## config.mk

```make
export PLATFORM = sky130hd
export DESIGN_NAME = pacc16_top
export DESIGN_NICKNAME = d
export VERILOG_FILES = /design/src/rtl/pacc_pkg.sv /design/src/rtl/pacc_sync_edge.sv /design/src/rtl/pacc_prescale.sv /design/src/rtl/pacc_counter.sv /design/src/rtl/pacc16_top.sv
export SDC_FILE = /design/constraint.sdc
export NUM_CORES = 1
export LEC_CHECK = 0
export BUFFER_PORTS_ARGS = -buffer_cell sky130_fd_sc_hd__buf_2
export CAP_MARGIN = 25
export CORE_AREA = 2 2 59 61
export CTS_CLUSTER_SIZE = 24
export DETAILED_ROUTE_END_ITERATION = 10
export DIE_AREA = 0 0 61 63
export PLACE_DENSITY = 0.9
export SYNTH_ARGS = -nofsm -noshare
export SYNTH_HDL_FRONTEND = slang
export SYNTH_HIERARCHICAL = 1
export SYNTH_SLANG_ARGS = --single-unit
```

## constraint.sdc

```tcl
create_clock -name clk -period 3.4 [get_ports clk]
set_input_delay 0.34 -clock clk [delete_from_list [all_inputs] [get_ports clk]]
set_output_delay 0.34 -clock clk [all_outputs]
set_load 0.03 [all_outputs]
```

## src/rtl/pacc_pkg.sv

```systemverilog
package pacc_pkg;
  localparam int REG_W = 8;
  localparam logic [1:0] ADDR_CTRL = 2'd0;
  localparam logic [1:0] ADDR_FLAG = 2'd1;
  localparam logic [1:0] ADDR_CHI  = 2'd2;
  localparam logic [1:0] ADDR_CLO  = 2'd3;

  typedef struct packed {
    logic       en;
    logic       gated;
    logic       pol;
    logic [1:0] clksel;
    logic       ovf_ie;
    logic       edg_ie;
  } ctrl_t;

  // selected edge: pol=0 -> falling, pol=1 -> rising
  function automatic logic pick_edge(input logic pol, input logic rise, input logic fall);
    return pol ? rise : fall;
  endfunction

  // gate open level: pol=0 -> high, pol=1 -> low
  function automatic logic gate_open(input logic pol, input logic level);
    return pol ? ~level : level;
  endfunction
endpackage

```

## src/rtl/pacc_sync_edge.sv

```systemverilog
module pacc_sync_edge #(
  parameter int STAGES = 2
) (
  input  logic clk,
  input  logic rst_n,
  input  logic pin,
  output logic level,
  output logic rise,
  output logic fall
);
  logic [STAGES:0] sh_q;

  always_ff @(posedge clk) begin
    if (!rst_n) sh_q <= '0;
    else        sh_q <= {sh_q[STAGES-1:0], pin};
  end

  assign level = sh_q[STAGES-1];
  assign rise  = level & ~sh_q[STAGES];
  assign fall  = ~level & sh_q[STAGES];

  assert_rise_single_R3: assert property (@(posedge clk) disable iff (!rst_n) rise |=> !rise);
  assert_fall_single_R3: assert property (@(posedge clk) disable iff (!rst_n) fall |=> !fall);
endmodule

```

## src/rtl/pacc_prescale.sv

```systemverilog
module pacc_prescale #(
  parameter int DIV = 64
) (
  input  logic clk,
  input  logic rst_n,
  input  logic tmr_en,
  output logic tick
);
  localparam int PW = (DIV > 1) ? $clog2(DIV) : 1;
  localparam logic [PW-1:0] LAST = PW'(DIV - 1);

  logic [PW-1:0] cnt_q;

  always_ff @(posedge clk) begin
    if (!rst_n || !tmr_en) cnt_q <= '0;
    else if (cnt_q == LAST) cnt_q <= '0;
    else cnt_q <= cnt_q + 1'b1;
  end

  assign tick = tmr_en && (cnt_q == LAST);

  assert_tick_spaced_R4: assert property (@(posedge clk) disable iff (!rst_n) tick |=> !tick);
  assert_no_tick_off_R5: assert property (@(posedge clk) disable iff (!rst_n) !tmr_en |=> !tick);
endmodule

```

## src/rtl/pacc_counter.sv

```systemverilog
module pacc_counter #(
  parameter int BYTE_W = 8,
  parameter int NBYTES = 2
) (
  input  logic                       clk,
  input  logic                       rst_n,
  input  logic                       inc,
  input  logic [NBYTES-1:0]          wr_sel,
  input  logic [BYTE_W-1:0]          wdata,
  output logic [NBYTES*BYTE_W-1:0]   count,
  output logic                       wrap
);
  logic [NBYTES:0] carry;

  assign carry[0] = inc & ~(|wr_sel);

  for (genvar i = 0; i < NBYTES; i++) begin : g_byte
    logic [BYTE_W-1:0] b_q;
    always_ff @(posedge clk) begin
      if (!rst_n)         b_q <= '0;
      else if (wr_sel[i]) b_q <= wdata;
      else if (carry[i])  b_q <= b_q + 1'b1;
    end
    assign carry[i+1] = carry[i] & (&b_q);
    assign count[i*BYTE_W +: BYTE_W] = b_q;
  end

  assign wrap = carry[NBYTES];

  assert_hold_idle_R12: assert property (@(posedge clk) disable iff (!rst_n)
    (!inc && wr_sel == '0) |=> $stable(count));
  assert_write_wins_R11: assert property (@(posedge clk) disable iff (!rst_n)
    wr_sel[0] |=> count[BYTE_W-1:0] == $past(wdata));
  assert_wrap_zero_R8: assert property (@(posedge clk) disable iff (!rst_n)
    wrap |=> count == '0);
endmodule

```

## src/rtl/pacc16_top.sv

```systemverilog
module pacc16_top
  import pacc_pkg::*;
#(
  parameter int PRE_DIV     = 64,
  parameter int SYNC_STAGES = 2
) (
  input  logic       clk,
  input  logic       rst_n,
  input  logic       tmr_en,
  input  logic       pa_pin,
  input  logic       bus_we,
  input  logic [1:0] bus_addr,
  input  logic [7:0] bus_wdata,
  output logic [7:0] bus_rdata,
  output logic       irq_ovf,
  output logic       irq_edge
);
  localparam int NBYTES = 2;
  localparam int CNT_W  = NBYTES * REG_W;

  ctrl_t ctrl_q;
  logic  flg_ovf_q, flg_edge_q;

  logic pin_level, pin_rise, pin_fall, pre_tick;
  logic sel_edge, edge_evt, cnt_inc, ovf_evt;
  logic ctrl_wr, flag_wr;
  logic [NBYTES-1:0] cnt_wr;
  logic [CNT_W-1:0]  count;
  logic unused_wbit;

  assign unused_wbit = bus_wdata[7];

  pacc_sync_edge #(.STAGES(SYNC_STAGES)) u_sync (
    .clk(clk), .rst_n(rst_n), .pin(pa_pin),
    .level(pin_level), .rise(pin_rise), .fall(pin_fall)
  );

  pacc_prescale #(.DIV(PRE_DIV)) u_pre (
    .clk(clk), .rst_n(rst_n), .tmr_en(tmr_en), .tick(pre_tick)
  );

  assign ctrl_wr   = bus_we && (bus_addr == ADDR_CTRL);
  assign flag_wr   = bus_we && (bus_addr == ADDR_FLAG);
  assign cnt_wr[1] = bus_we && (bus_addr == ADDR_CHI);
  assign cnt_wr[0] = bus_we && (bus_addr == ADDR_CLO);

  assign sel_edge = pick_edge(ctrl_q.pol, pin_rise, pin_fall);
  assign edge_evt = ctrl_q.en & sel_edge;
  assign cnt_inc  = ctrl_q.en & (ctrl_q.gated ? (pre_tick & gate_open(ctrl_q.pol, pin_level))
                                              : sel_edge);

  pacc_counter #(.BYTE_W(REG_W), .NBYTES(NBYTES)) u_cnt (
    .clk(clk), .rst_n(rst_n), .inc(cnt_inc), .wr_sel(cnt_wr),
    .wdata(bus_wdata), .count(count), .wrap(ovf_evt)
  );

  always_ff @(posedge clk) begin
    if (!rst_n)       ctrl_q <= '0;
    else if (ctrl_wr) ctrl_q <= ctrl_t'(bus_wdata[6:0]);
  end

  // write-1-to-clear, set has priority
  always_ff @(posedge clk) begin
    if (!rst_n) begin
      flg_ovf_q  <= 1'b0;
      flg_edge_q <= 1'b0;
    end else begin
      if (flag_wr && bus_wdata[1]) flg_ovf_q  <= 1'b0;
      if (flag_wr && bus_wdata[0]) flg_edge_q <= 1'b0;
      if (ovf_evt)  flg_ovf_q  <= 1'b1;
      if (edge_evt) flg_edge_q <= 1'b1;
    end
  end

  always_comb begin
    unique case (bus_addr)
      ADDR_CTRL: bus_rdata = {1'b0, ctrl_q};
      ADDR_FLAG: bus_rdata = {6'b0, flg_ovf_q, flg_edge_q};
      ADDR_CHI:  bus_rdata = count[CNT_W-1 -: REG_W];
      default:   bus_rdata = count[REG_W-1:0];
    endcase
  end

  assign irq_ovf  = flg_ovf_q  & ctrl_q.ovf_ie;
  assign irq_edge = flg_edge_q & ctrl_q.edg_ie;

  assert_ovf_sets_R8: assert property (@(posedge clk) disable iff (!rst_n)
    ovf_evt |=> flg_ovf_q);
  assert_set_beats_clear_R9: assert property (@(posedge clk) disable iff (!rst_n)
    edge_evt |=> flg_edge_q);
  assert_clear_works_R9: assert property (@(posedge clk) disable iff (!rst_n)
    (flag_wr && bus_wdata[1] && !ovf_evt) |=> !flg_ovf_q);
  assert_edge_off_R6: assert property (@(posedge clk) disable iff (!rst_n)
    (!ctrl_q.en && !flg_edge_q && !ctrl_wr) |=> !flg_edge_q);
  assert_disabled_hold_R12: assert property (@(posedge clk) disable iff (!rst_n)
    (!ctrl_q.en && cnt_wr == '0) |=> $stable(count));
endmodule

```

[After elaboration in Yosys (flattened, before gate mapping)]
Index checks and enable logic that the tools add are counted.
Cells by class
  $add $sub $neg: 3
  multiply operators: 0
  div/mod/pow operators: 0
  magnitude comparators: 0
  eq/ne operators: 4
  shift-type cells: 0
  mux-type cells: 12
  bitwise logic cells: 13
  reduce and logical (&&, ||, !) cells: 19
Operators with widths (count)
  8-bit two-way mux: 4
  8-bit case mux with 3 select lines: 1
  8-bit by 1-bit adder with 8-bit output (second input constant): 2
  8-bit AND reduction: 2
  1-bit AND: 10
  2-bit nonzero test: 4
  1-bit logical AND: 7
  1-bit two-way mux: 7
  6-bit by 1-bit adder with 6-bit output (second input constant): 1
  6-bit equality test (second input constant): 1
  2-bit equality test (second input constant): 2
  2-bit OR reduction: 2
  1-bit NOT: 3
  2-bit by 1-bit equality test with 1-bit output (second input constant): 1
  1-bit logical NOT: 2
  2-bit logical NOT: 1
  1-bit logical OR: 1
Storage, ports and cells
  register bits after elaboration: 34
  latch bits: 0
  bits in writable memories: 0
  bits in read-only memories: 0
  bits of input ports: 15
  output and inout bits: 10
  word-level logic and storage cells: 63
  memories kept: 0

[Longest topological paths before layout]
Gate-level depths: netlist of the first run.
  depth after elaboration: 9
  depth in mapped cells: 10
  depth with buffers taken out: 10

[Hierarchy]
Netlist of the first run, hierarchy kept.
Modules (own cells, without submodules)
  pacc_counter: times used 1, cells an instance 107, area each 915.9 um^2, seq. area each 320.3 um^2
  pacc16_top: times used 1, cells an instance 67, area each 628.1 um^2, seq. area each 180.2 um^2
  pacc_prescale: times used 1, cells an instance 28, area each 245.2 um^2, seq. area each 120.1 um^2
  pacc_sync_edge: times used 1, cells an instance 8, area each 91.3 um^2, seq. area each 60.1 um^2

[Least setup slack after synthesis of the first run]
OpenSTA, ideal clock, no wires.
  kind: register to register
  start point: register u_pre.cnt_q[0]
  end point: register u_cnt.g_byte[1].b_q[6]
  setup time: 74 ps
  data arrival time: 2150 ps
  required time: 3326 ps
  setup slack: 1175 ps
  stages on the path, launching flop included: 10
  path buffers: 0
  period minus slack after synthesis: 2225 ps
  cell sequence: dfxtp_1 > ha_1 > nand2_1 > nor3_1 > nand3_1 > o32ai_1 > nand2_1 > or4_4 > or3_1 > a31oi_1
On the way
  cells in the longest elaborated chain, start to end: 8
RTL lines
  from (decl): RTL line pacc_prescale.sv:12  | logic [PW-1:0] cnt_q;
  from (signal assigned): RTL line pacc_prescale.sv:17  | else cnt_q <= cnt_q + 1'b1;
  6-bit equality test: RTL line pacc_prescale.sv:20  | assign tick = tmr_en && (cnt_q == LAST);
  1-bit logical AND: RTL line pacc_prescale.sv:20
  named net pre_tick: RTL line pacc16_top.sv:24  | logic pin_level, pin_rise, pin_fall, pre_tick;
  1-bit AND: RTL line pacc16_top.sv:49  | assign cnt_inc = ctrl_q.en & (ctrl_q.gated ? (pre_tick & gate_open(ctrl_q.pol, pin_level))
  1-bit two-way mux: RTL line pacc16_top.sv:49
  1-bit AND: RTL line pacc16_top.sv:49
  named net cnt_inc: RTL line pacc16_top.sv:25  | logic sel_edge, edge_evt, cnt_inc, ovf_evt;
  1-bit AND: RTL line pacc_counter.sv:15  | assign carry[0] = inc & ~(|wr_sel);
  1-bit AND: RTL line pacc_counter.sv:24  | assign carry[i+1] = carry[i] & (&b_q);
  2-bit nonzero test (no line)
  to (signal assigned): RTL line pacc_counter.sv:21  | else if (wr_sel[i]) b_q <= wdata;
  to (signal assigned): RTL line pacc_counter.sv:22  | else if (carry[i]) b_q <= b_q + 1'b1;
  to (decl): RTL line pacc_counter.sv:18  | logic [BYTE_W-1:0] b_q;
The timed path passes the listed nets, and every way through them passes these cells.
A chain may end at the register's enable or synchronous reset.

[Worst setup path in the final report of the first run]
  start point: register u_pre.cnt_q[0]
  end point: register u_cnt.g_byte[1].b_q[1]
The elaborated chain is that of the path after synthesis.

==> results of run 1 <==
==> where the power goes <==
group | total [µW] | switching [µW] | internal [µW] | leakage (µW)
clock network | 235 | 135 | 100 | 0.0000353
logic | 87.1 | 50.4 | 36.6 | 0.000544
registers | 428 | 16.3 | 412 | 0.000277
total | 750 | 202 | 549 | 0.000856
==> layer usage <==
layer  global-route usage  vias to the layer above
met3               0.0704                       10
met4                0.114                        0
li1                     -                      804
met2                0.366                       61
met1                0.323                      781
met5                    0                        -
==> area by class of cell <==
class | count | area share
repair buffers | 25 | 0.0612
clock buffers | 7 | 0.0264
multi-input cells | 162 | 0.543
flip-flops and latches | 34 | 0.327
inverters | 7 | 0.0126
clock inverters | 1 | 0.00240
well taps | 46 | 0.0276
==> state kept, by name (all words and copies together) (netlist names) <==
register,cells
u_sync/sh_q,3
ctrl_q,7
u_cnt/g_byte.b_q,16
flg_edge_q,1
u_pre/cnt_q,6
flg_ovf_q,1
==> placed cells by master (no fill, tap or decap), types with 2 or more instances in the layout <==
cell	n
a21oi_1	9
a22o_1	5
a31oi_1	4
and2_1	5
and3b_1	2
buf_2	24
clkbuf_4	5
dfxtp_1	34
ha_1	3
inv_1	6
mux2_2	5
mux2_4	2
mux2i_1	12
mux4_1	2
nand2_1	30
nand3_1	9
nor2_1	12
nor2b_1	5
nor3_1	5
nor4b_1	2
o21ai_0	10
o311ai_0	2
or2_2	2
or3_1	3
xnor2_1	5
xor2_1	8
==> per-stage QoR <==
step	std cells	power (µW)	setup slack, ns
2_1_floorplan	210	491	1.18
3_3_place_gp	274	519	1.03
3_5_place_dp	274	523	0.923
4_1_cts	282	752	0.892
5_1_grt	282	783	0.646
6_report	282	750	0.853
==> worst max-delay path, stage by stage, from the launching register on <==
cell      delay [ns]
dfxtp_1         0.38
ha_1            0.21
nand2_1         0.08
nor3_1          0.17
nand3_1         0.10
o32ai_1         0.29
nand4b_1        0.16
nor4b_1         0.76
nor2b_1         0.23
nor3_1          0.07
==> logic make-up (layout without fill, tap and decap cells) <==
family / count (synthesis) / after routing / share of synthesized area
buffers and inverters: 14 / 40 / 0.0359
xor gates and xnor gates: 13 / 13 / 0.0605
DFF: 34 / 34 / 0.362
adders and majority gates: 3 / 3 / 0.0200
muxes: 21 / 21 / 0.138
and+or+nand+nor: 88 / 88 / 0.257
AOI/OAI and AO/OA: 37 / 37 / 0.126
==> worst max-delay path by stage <==
stage               slack (ns)  cells past startpoint                endpoint            from
floorplan                 1.18                      9  u_cnt/g_byte[1].b_q[6]  u_pre/cnt_q[0]
global placement          1.03                      9  u_cnt/g_byte[1].b_q[6]  u_pre/cnt_q[0]
detailed placement        0.92                      9  u_cnt/g_byte[1].b_q[7]  u_pre/cnt_q[0]
CTS                       0.89                      9  u_cnt/g_byte[1].b_q[7]  u_pre/cnt_q[0]
global route              0.65                      9  u_cnt/g_byte[1].b_q[7]  u_pre/cnt_q[0]
finish                    0.85                      9  u_cnt/g_byte[1].b_q[1]  u_pre/cnt_q[0]
==> summary.txt, run 1 <==
Outcome
  • Status: finished, final reports clean

Power
  • Leak pwr: 0.000856 µW
  • PwrDens: 360 mW/mm²
  • Max IR drop VDD: 0.250 mV

Placement
  • IO Port Bufs: 24
  • Post-placement cell area: 0.00202 mm²
  • HPWL Detailed: 3210 µm
  • GP Congestion: 0.962

Yosys
  • Mapped Area: 0.00188 mm²
  • FFs w/ async S/R, synth: 0
  • Top-count cell post-synth: dfxtp_1
  • Area leader, netlist: dfxtp_1
  • Commonest cells in the netlist: 34 x dfxtp_1, 30 x nand2_1, 12 x mux2i_1, 12 x nor2_1, 10 x o21ai_0
  • Synth warn: 6
  • #FFs+latches synth: 34
  • Mean Syn Cell Area: 8.96 µm²
  • Synth Instances: 210
  • Post-synth EDFFs: 0
  • Post-synthesis sequential area ratio: 0.362
  • Mapped Nets: 228
  • Main synth FF type: dfxtp_1
  • Yosys top cell area share: 0.362
  • Synth cell types: 49
  • Largest cells by area after synthesis: dfxtp_1 36%, mux2i_1 6.4%, nand2_1 6.0%

Layout
  • Finished Core Util: 0.645
  • Multi-input gate area: 0.00113 mm²
  • FF+latch area: 681 µm²
  • Share of layout cells above drive strength 1: 0.208
  • Fillers: 285
  • Fin area: 0.00208 mm²
  • Number of antenna diodes: 0
  • Fin nets: 253
  • Area growth syn-to-layout: 10.8%

Setup path
  • R2R cell count: 9
  • Reg2Reg Setup Slack: 0.85 ns
  • Worst endpoint required time: 3.64 ns
  • Worst setup SP type: flop
  • Setup crit end kind: flop
  • Critical path class: flop to flop
  • Worst-path fanout max: 6
  • Worst r2r src: u_pre/cnt_q[0]
  • Arrival time worst endpoint: 2.78 ns
  • FF-to-FF End: u_cnt/g_byte[1].b_q[1]

Global route
  • First-pass GRT wire length: 7040 µm
  • Pin count of the biggest net entering global routing: 30
  • Initial antenna violation count: 0
  • Congestion Overflow GR: 0
  • GRT Total Usage: 0.246
  • Number of global-route vias before repair: 1526

Clock network
  • Setup Buffers After CTS: 0
  • Root Buffer: clkbuf_4
  • H-tree depth: 2
  • # clock sinks: 34
  • CTS resizes: 0
  • CTS tree: built
  • Clock Latency Late Sink: 0.34 ns
  • # hold bufs at CTS: 0
  • Max Root-Sink Buffers: 2
  • Clock slew at reported path FFs: 0.10 ns
  • Inserted Clock Buffers: 5

STA
  • Min cycle time layout: 2.55 ns
  • Fin Hold WS: 0.235 ns
  • Final Max Slew Viols: 0
  • Fin. Hold Viols: 0
  • Fmax: 393 MHz
  • RSZ-0062 raised after global routing: no
  • Final setup vio count: 0
  • Final setup TNS: 0 ns
  • Final Skew: 0.0112 ns
  • Period utilisation layout: 0.749
  • Slew HR: 0.406
  • Tightest Pin Transition: 0.879 ns

Floorplan
  • I/O pin cnt: 25
  • Initial Util: 0.582
  • Core area: 0.00323 mm²
  • Die Ht: 63 µm
  • Die X: 61 µm
  • Row cnt: 21
  • DIE AREA: 0.00384 mm²

Hold path
  • WHS Endpoint: u_sync/sh_q[0]
  • Min-delay src: pa_pin
  • Worst hold path depth: 2
  • Min-delay worst type: input port to flop

Run
  • MaxCap Viol Count: 0

Routing
  • Routed met3 length: 241 µm
  • Number of vias per cell: 5.87
  • Wire per inst: 15.5 µm
  • Routed wire length: 4360 µm
  • DRC Markers: 0
  • Routed Antenna Nets: 0
  • Initial DRC Count: 128
  • Routed met2 length: 2040 µm
  • WL met1: 1990 µm
  • TritonRoute pass-1 iters: 4
  • Detailed-route via count: 1656
  • DR top layer: met4
Note: power is estimated with default switching activity, not from simulation.
==> run 2: changes to the inputs <==
--- a/config.mk
+++ b/config.mk
@@ -7,11 +7,11 @@
 export LEC_CHECK = 0
 export BUFFER_PORTS_ARGS = -buffer_cell sky130_fd_sc_hd__buf_2
 export CAP_MARGIN = 25
-export CORE_AREA = 2 2 59 61
+export CORE_AREA = 2 2 64 66
 export CTS_CLUSTER_SIZE = 24
 export DETAILED_ROUTE_END_ITERATION = 10
-export DIE_AREA = 0 0 61 63
-export PLACE_DENSITY = 0.9
+export DIE_AREA = 0 0 66 68
+export PLACE_DENSITY = 0.82
 export SYNTH_ARGS = -nofsm -noshare
 export SYNTH_HDL_FRONTEND = slang
 export SYNTH_HIERARCHICAL = 1
==> constraint.sdc (replaced) <==
create_clock -name clk -period 2.3 [get_ports clk]
set_input_delay 0.23 -clock clk [delete_from_list [all_inputs] [get_ports clk]]
set_output_delay 0.23 -clock clk [all_outputs]
set_load 0.03 [all_outputs]
==> summary.txt, run 2 (synthesized netlist as in run 1, its figures left out) <==
Outcome
  • Status: finished, final reports clean

Layout
  • Commonest cells after routing, fill and taps aside: 32 x dfxtp_1, 30 x nand2_1, 24 x buf_2
  • Max FFs per register: 16 (unchanged)
  • Fillers: 362 (+27%)
  • Fin nets: 259 (+2.4%)
  • Share of layout cells above drive strength 1: 0.252 (+0.0444)
  • Commonest non-fill, non-tap cell in the layout: dfxtp_1
  • Area growth syn-to-layout: 16.8%
  • Registers with the most flip-flops: u_cnt/g_byte.b_q (16), ctrl_q (7), u_pre/cnt_q (6)
  • Number of antenna diodes: 0 (unchanged)
  • Non-filler cells, final: 292 (+3.5%)
  • Fin area: 0.00220 mm² (+5.4%)
  • Most flop-heavy register: u_cnt/g_byte.b_q

Routing
  • Routed wire length: 4490 µm (+2.9%)
  • Wire per inst: 15.4 µm (-0.61%)
  • Initial DRC Count: 129 (+0.78%)
  • TritonRoute pass-1 iters: 5 (+1)
  • Number of vias per cell: 5.77 (-1.7%)
  • Routed Antenna Nets: 0 (unchanged)
  • Detailed-route via count: 1686 (+1.8%)
  • DRC Markers: 0 (unchanged)

STA
  • Tightest Pin Transition: 0.809 ns (-0.0699 ns)
  • Final Skew: 0.00594 ns (-0.00525 ns)
  • Min cycle time layout: 2.13 ns (-0.420 ns)
  • Fmax: 470 MHz (+20%)
  • Fin. Hold Viols: 0 (unchanged)
  • Period utilisation layout: 0.925 (+0.176)
  • RSZ-0062 raised after global routing: no
  • Final Max Slew Viols: 0 (unchanged)
  • Slew HR: 0.459 (+0.0529)
  • Final setup vio count: 0 (unchanged)
  • Fin Hold WS: 0.137 ns (-0.0975 ns)
  • Final setup TNS: 0 ns (unchanged)

Placement
  • GP Congestion: 0.893 (-7.1%)
  • Post-placement cell area: 0.00207 mm² (+2.5%)
  • IO Port Bufs: 24 (unchanged)
  • Placed insts: 284 (+3.6%)
  • HPWL Detailed: 3200 µm (-0.42%)

Clock network
  • Inserted Clock Buffers: 5 (unchanged)
  • Clock slew at reported path FFs: 0.07 ns (-0.03 ns)
  • CTS tree: built
  • # hold bufs at CTS: 0 (unchanged)
  • Setup Buffers After CTS: 0 (unchanged)
  • Clock Latency Late Sink: 0.29 ns (-0.05 ns)
  • CTS resizes: 0 (unchanged)
  • # clock sinks: 34 (unchanged)
  • Root Buffer: clkbuf_8
  • H-tree depth: 2 (unchanged)
  • Max Root-Sink Buffers: 2 (unchanged)

Floorplan
  • Die X: 66 µm (+8.2%)
  • Row cnt: 23 (+9.5%)
  • Initial Util: 0.488 (-0.0942)
  • I/O pin cnt: 25 (unchanged)
  • DIE AREA: 0.00449 mm² (+17%)
  • Core area: 0.00386 mm² (+19%)
  • Die Ht: 68 µm (+7.9%)

Global route
  • Pin count of the biggest net entering global routing: 23 (-23%)
  • GRT Total Usage: 0.218 (-0.0285)
  • Congestion Overflow GR: 0 (unchanged)
  • First-pass GRT wire length: 7250 µm (+2.9%)
  • Number of global-route vias before repair: 1493 (-2.2%)
  • Initial antenna violation count: 0 (unchanged)

Hold path
  • Min-delay worst type: input port to flop
  • Min-delay src: pa_pin
  • Worst hold path depth: 2 (unchanged)

Power
  • Max IR drop VDD: 0.382 mV (+53%)
  • Leak pwr: 0.000897 µW (+4.8%)
  • Final Power: 1230 µW (+64%)
  • PwrDens: 562 mW/mm² (+56%)

Setup path
  • Setup crit end kind: flop
  • Arrival time worst endpoint: 2.35 ns (-0.43 ns)
  • Crit-path leading delay family: simple AND/OR/NAND/NOR gates
  • Worst r2r src: u_pre/cnt_q[0]
  • Levels on crit path: 10 (+1)
  • Worst setup SP type: flop
  • Slowest CP cell: or4_4
  • R2R cell count: 10 (+1)
  • Worst-path cell chain: ha_4, nand2_1, nor3_2, nand3_1, o32ai_2, nand2_1, or4_4, nor3_1, o21ai_0, a31oi_1
  • Worst Path Buf+Inv: 0 (unchanged)
  • Worst-path fanout max: 3 (-3)
  • Worst endpoint required time: 2.52 ns (-1.12 ns)
  • Max incr delay on CP: 0.44 ns (-0.32 ns)
  • Critical path class: flop to flop
  • CP most frequent cell: nand2_1
  • CP Launch Point: u_pre/cnt_q[0]

Run
  • MaxCap Viol Count: 0 (unchanged)
## run 2: cell types whose count changed in the layout (fill, tap and decap cells not counted), moves of 2 or more
cell,delta
buf_4,+6
clkbuf_4,-5
dfxtp_1,-2
clkbuf_8,+5
dfxtp_2,+2
## run 2: metal layers
metal	wire length [µm]	track usage
met5	0	0
met1	2060	0.285
met2	2050	0.345
met4	91	0.0944
met3	294	0.0510
## run 2: final cells by class
type | count | area (µm²) | area share
multi-input cells | 162 | 1160 | 0.527
well taps | 50 | 62.6 | 0.0285
clock inverters | 2 | 12.5 | 0.00569
flip-flops and latches | 34 | 683 | 0.311
clock buffers | 6 | 82.6 | 0.0376
inverters | 7 | 26.3 | 0.0120
repair buffers | 31 | 173 | 0.0786
## run 2: stage by stage
stage                util  worst slack, ns
finish              0.570            0.173
global route        0.570           0.0110
CTS                 0.563           0.0520
detailed placement  0.538           0.0728
global placement    0.538            0.162
floorplan               -           0.0754
## run 2: worst register-to-register path, cell delays in order (launching register included)
cell and delay [ns]:
dfxtp_2 0.37, ha_4 0.15, nand2_1 0.08, nor3_2 0.15, nand3_1 0.10, o32ai_2 0.15
nand2_1 0.11, or4_4 0.44, nor3_1 0.26, o21ai_0 0.11, a31oi_1 0.14
## run 2: power breakdown
group	internal, µW	switching, µW	leakage (µW)
Sequential	609	25.5	0.000278
Combinational	58.2	74.9	0.000572
Clock	240	226	0.0000472
## run 2: path summary, 6_finish.rpt
path	endpoint	slack, ns
hold reg to reg	u_sync/sh_q[1]	0.44
setup / recovery	flg_ovf_q	0.17
hold / removal	u_sync/sh_q[0]	0.14
setup reg to reg	flg_ovf_q	0.17
==> run 3: changes to the inputs <==
--- a/config.mk
+++ b/config.mk
@@ -7,11 +7,11 @@
 export LEC_CHECK = 0
 export BUFFER_PORTS_ARGS = -buffer_cell sky130_fd_sc_hd__buf_2
 export CAP_MARGIN = 25
-export CORE_AREA = 2 2 64 66
+export CORE_AREA = 2 2 79 81
 export CTS_CLUSTER_SIZE = 24
 export DETAILED_ROUTE_END_ITERATION = 10
-export DIE_AREA = 0 0 66 68
-export PLACE_DENSITY = 0.82
+export DIE_AREA = 0 0 81 83
+export PLACE_DENSITY = 0.6
 export SYNTH_ARGS = -nofsm -noshare
 export SYNTH_HDL_FRONTEND = slang
 export SYNTH_HIERARCHICAL = 1
==> summary.txt, run 3 (synthesized netlist as in run 1, its figures left out) <==
Layout
  • Number of antenna diodes: 0 (unchanged)
  • Most flop-heavy register: u_cnt/g_byte.b_q
  • Non-filler cells, final: 316 (+8.2%)
  • Fillers: 634 (+75%)
  • Multi-input gate area: 0.00115 mm² (-0.97%)
  • Area growth syn-to-layout: 17.2%
  • Share of layout cells above drive strength 1: 0.237 (-0.0156)
  • Fin nets: 258 (-0.39%)
  • Commonest cells after routing, fill and taps aside: 34 x dfxtp_1, 30 x nand2_1, 24 x buf_2
  • Max FFs per register: 16 (unchanged)
  • Commonest non-fill, non-tap cell in the layout: dfxtp_1
  • Registers with the most flip-flops: u_cnt/g_byte.b_q (16), ctrl_q (7), u_pre/cnt_q (6)
  • FF+latch area: 681 µm² (-0.37%)

Outcome
  • Status: finished, final reports clean

Floorplan
  • Die X: 81 µm (+23%)
  • Core area: 0.00582 mm² (+51%)
  • I/O pin cnt: 25 (unchanged)
  • Die Ht: 83 µm (+22%)
  • Initial Util: 0.323 (-0.164)
  • Row cnt: 28 (+22%)
  • DIE AREA: 0.00672 mm² (+50%)

Setup path
  • CP most frequent cell: nand2_1
  • Worst endpoint required time: 2.51 ns (about the same)
  • Slowest CP cell: or4_4
  • Worst-path cell chain: ha_1, nand2_1, nor3_1, nand3_1, o32ai_2, nand2_1, or4_4, or3_1, a31oi_1
  • Max incr delay on CP: 0.44 ns (about the same)
  • Worst-path fanout max: 3 (unchanged)
  • Worst setup SP type: flop
  • Arrival time worst endpoint: 2.40 ns (+0.05 ns)
  • Critical path class: flop to flop
  • Setup crit end kind: flop
  • Crit-path leading delay family: simple AND/OR/NAND/NOR gates
  • Worst Path Buf+Inv: 0 (unchanged)

Routing
  • Initial DRC Count: 142 (+10%)
  • Routed Antenna Nets: 0 (unchanged)
  • Number of vias per cell: 5.05 (-13%)
  • Routed wire length: 4590 µm (+2.3%)
  • TritonRoute pass-1 iters: 4 (-1)
  • Wire per inst: 14.5 µm (-5.5%)
  • Detailed-route via count: 1596 (-5.3%)
  • DRC Markers: 0 (unchanged)

STA
  • RSZ-0062 raised after global routing: no
  • Final setup vio count: 0 (unchanged)
  • Final Skew: 0.00309 ns (-0.00285 ns)
  • Min cycle time layout: 2.18 ns (+0.0566 ns)
  • Fin. Hold Viols: 0 (unchanged)
  • Final setup TNS: 0 ns (unchanged)
  • Tightest Pin Transition: 0.805 ns (-0.00380 ns)
  • Final Max Slew Viols: 0 (unchanged)
  • Slew HR: 0.461 (+0.00254)
  • Fmax: 458 MHz (-2.6%)
  • Period utilisation layout: 0.949 (+0.0246)
  • Setup ws final: 0.117 ns (-0.0566 ns)

Global route
  • First-pass GRT wire length: 7350 µm (+1.3%)
  • Pin count of the biggest net entering global routing: 22 (-4.3%)
  • Number of global-route vias before repair: 1443 (-3.3%)
  • Congestion Overflow GR: 0 (unchanged)
  • GRT Total Usage: 0.143 (-0.0749)
  • Initial antenna violation count: 0 (unchanged)

Clock network
  • Max Root-Sink Buffers: 2 (unchanged)
  • Clock slew at reported path FFs: 0.07 ns (about the same)
  • H-tree depth: 2 (unchanged)
  • # hold bufs at CTS: 0 (unchanged)
  • Clock Latency Late Sink: 0.28 ns (about the same)
  • Root Buffer: clkbuf_8
  • Setup Buffers After CTS: 0 (unchanged)
  • # clock sinks: 34 (unchanged)
  • Inserted Clock Buffers: 5 (unchanged)
  • CTS tree: built

Power
  • PwrDens: 553 mW/mm² (-1.4%)
  • Clock network fraction of total power: 0.372 (-0.006)
  • Max IR drop VDD: 0.230 mV (-40%)
  • Int Power: 907 µW (about the same)
  • Leak pwr: 0.000894 µW (-0.32%)
  • Comb pwr share: 0.109 (about the same)
  • Switch share: 0.256 (-0.00793)
  • Switching Power: 312 µW (-4.1%)
  • Seq pwr share: 0.519 (+0.005)

Placement
  • HPWL Detailed: 3460 µm (+8.1%)
  • Placed insts: 308 (+8.5%)
  • Setup WS pre-CTS: 0.0880 ns (+0.0152 ns)
  • IO Port Bufs: 24 (unchanged)
  • GP Congestion: 0.891 (-0.28%)

Hold path
  • Min-delay worst type: input port to flop

Run
  • MaxCap Viol Count: 0 (unchanged)
[run 3: cell types whose count changed in the layout (fill, tap and decap cells not counted)]
cell,change
buf_4,-1
and3b_2,+1
dfxtp_1,+2
clkinvlp_4,-1
and3b_1,-1
ha_1,+1
dfxtp_2,-2
clkbuf_1,+1
ha_4,-1
[run 3: path summary, 6_finish.rpt]
| check | start | to | depth (start not counted) | slack, ns |
|---|---|---|---|---|
| max | u_pre/cnt_q[0] | u_cnt/g_byte[1].b_q[6] | 9 | 0.12 |
| min | pa_pin | u_sync/sh_q[0] | 2 | 0.15 |
| max reg2reg | u_pre/cnt_q[0] | u_cnt/g_byte[1].b_q[6] | 9 | 0.12 |
| min reg2reg | u_sync/sh_q[0] | u_sync/sh_q[1] | 1 | 0.42 |
[run 3: per-layer routing]
metal | up-vias | wire [µm] | track usage
met5 | - | 0 | 0
met3 | 2 | 203 | 0.0359
met1 | 743 | 2320 | 0.208
met4 | 0 | 27 | 0.0416
li1 | 813 | - | -
met2 | 38 | 2040 | 0.206
[run 3: layout make-up]
| type | instances | share of cell area |
|---|---|---|
| multi-input cells | 162 | 0.520 |
| clock inverters | 1 | 0.00227 |
| inverters | 7 | 0.0119 |
| flip-flops and latches | 34 | 0.309 |
| clock buffers | 7 | 0.0392 |
| well taps | 75 | 0.0426 |
| repair buffers | 30 | 0.0750 |
[run 3: metrics by stage]
step	instance area (µm²)	power, µW	hold slack, ns	util
after floorplan	1880	726	0.337	-
after global placement	2100	777	0.415	0.361
after detailed placement	2100	779	0.417	0.361
after CTS	2190	1230	0.146	0.377
after global routing	2200	1280	0.146	0.379
final	2200	1220	0.150	0.379
[run 3: what timing repair did]
| action | CTS | global route |
|---|---|---|
| endpoints found under the setup margin | 0 | 3 |
| gates resized for setup | 0 | 3 |
| hold endpoints to repair | 0 | 0 |
[run 3: power groups by stage]
stage	clock network, µW	logic [µW]	registers (µW)
CTS	468	133	632
global placement	0	131	645
detailed placement	0	133	646
global route	501	145	635
floorplan	0	87.8	639
finish	454	133	633
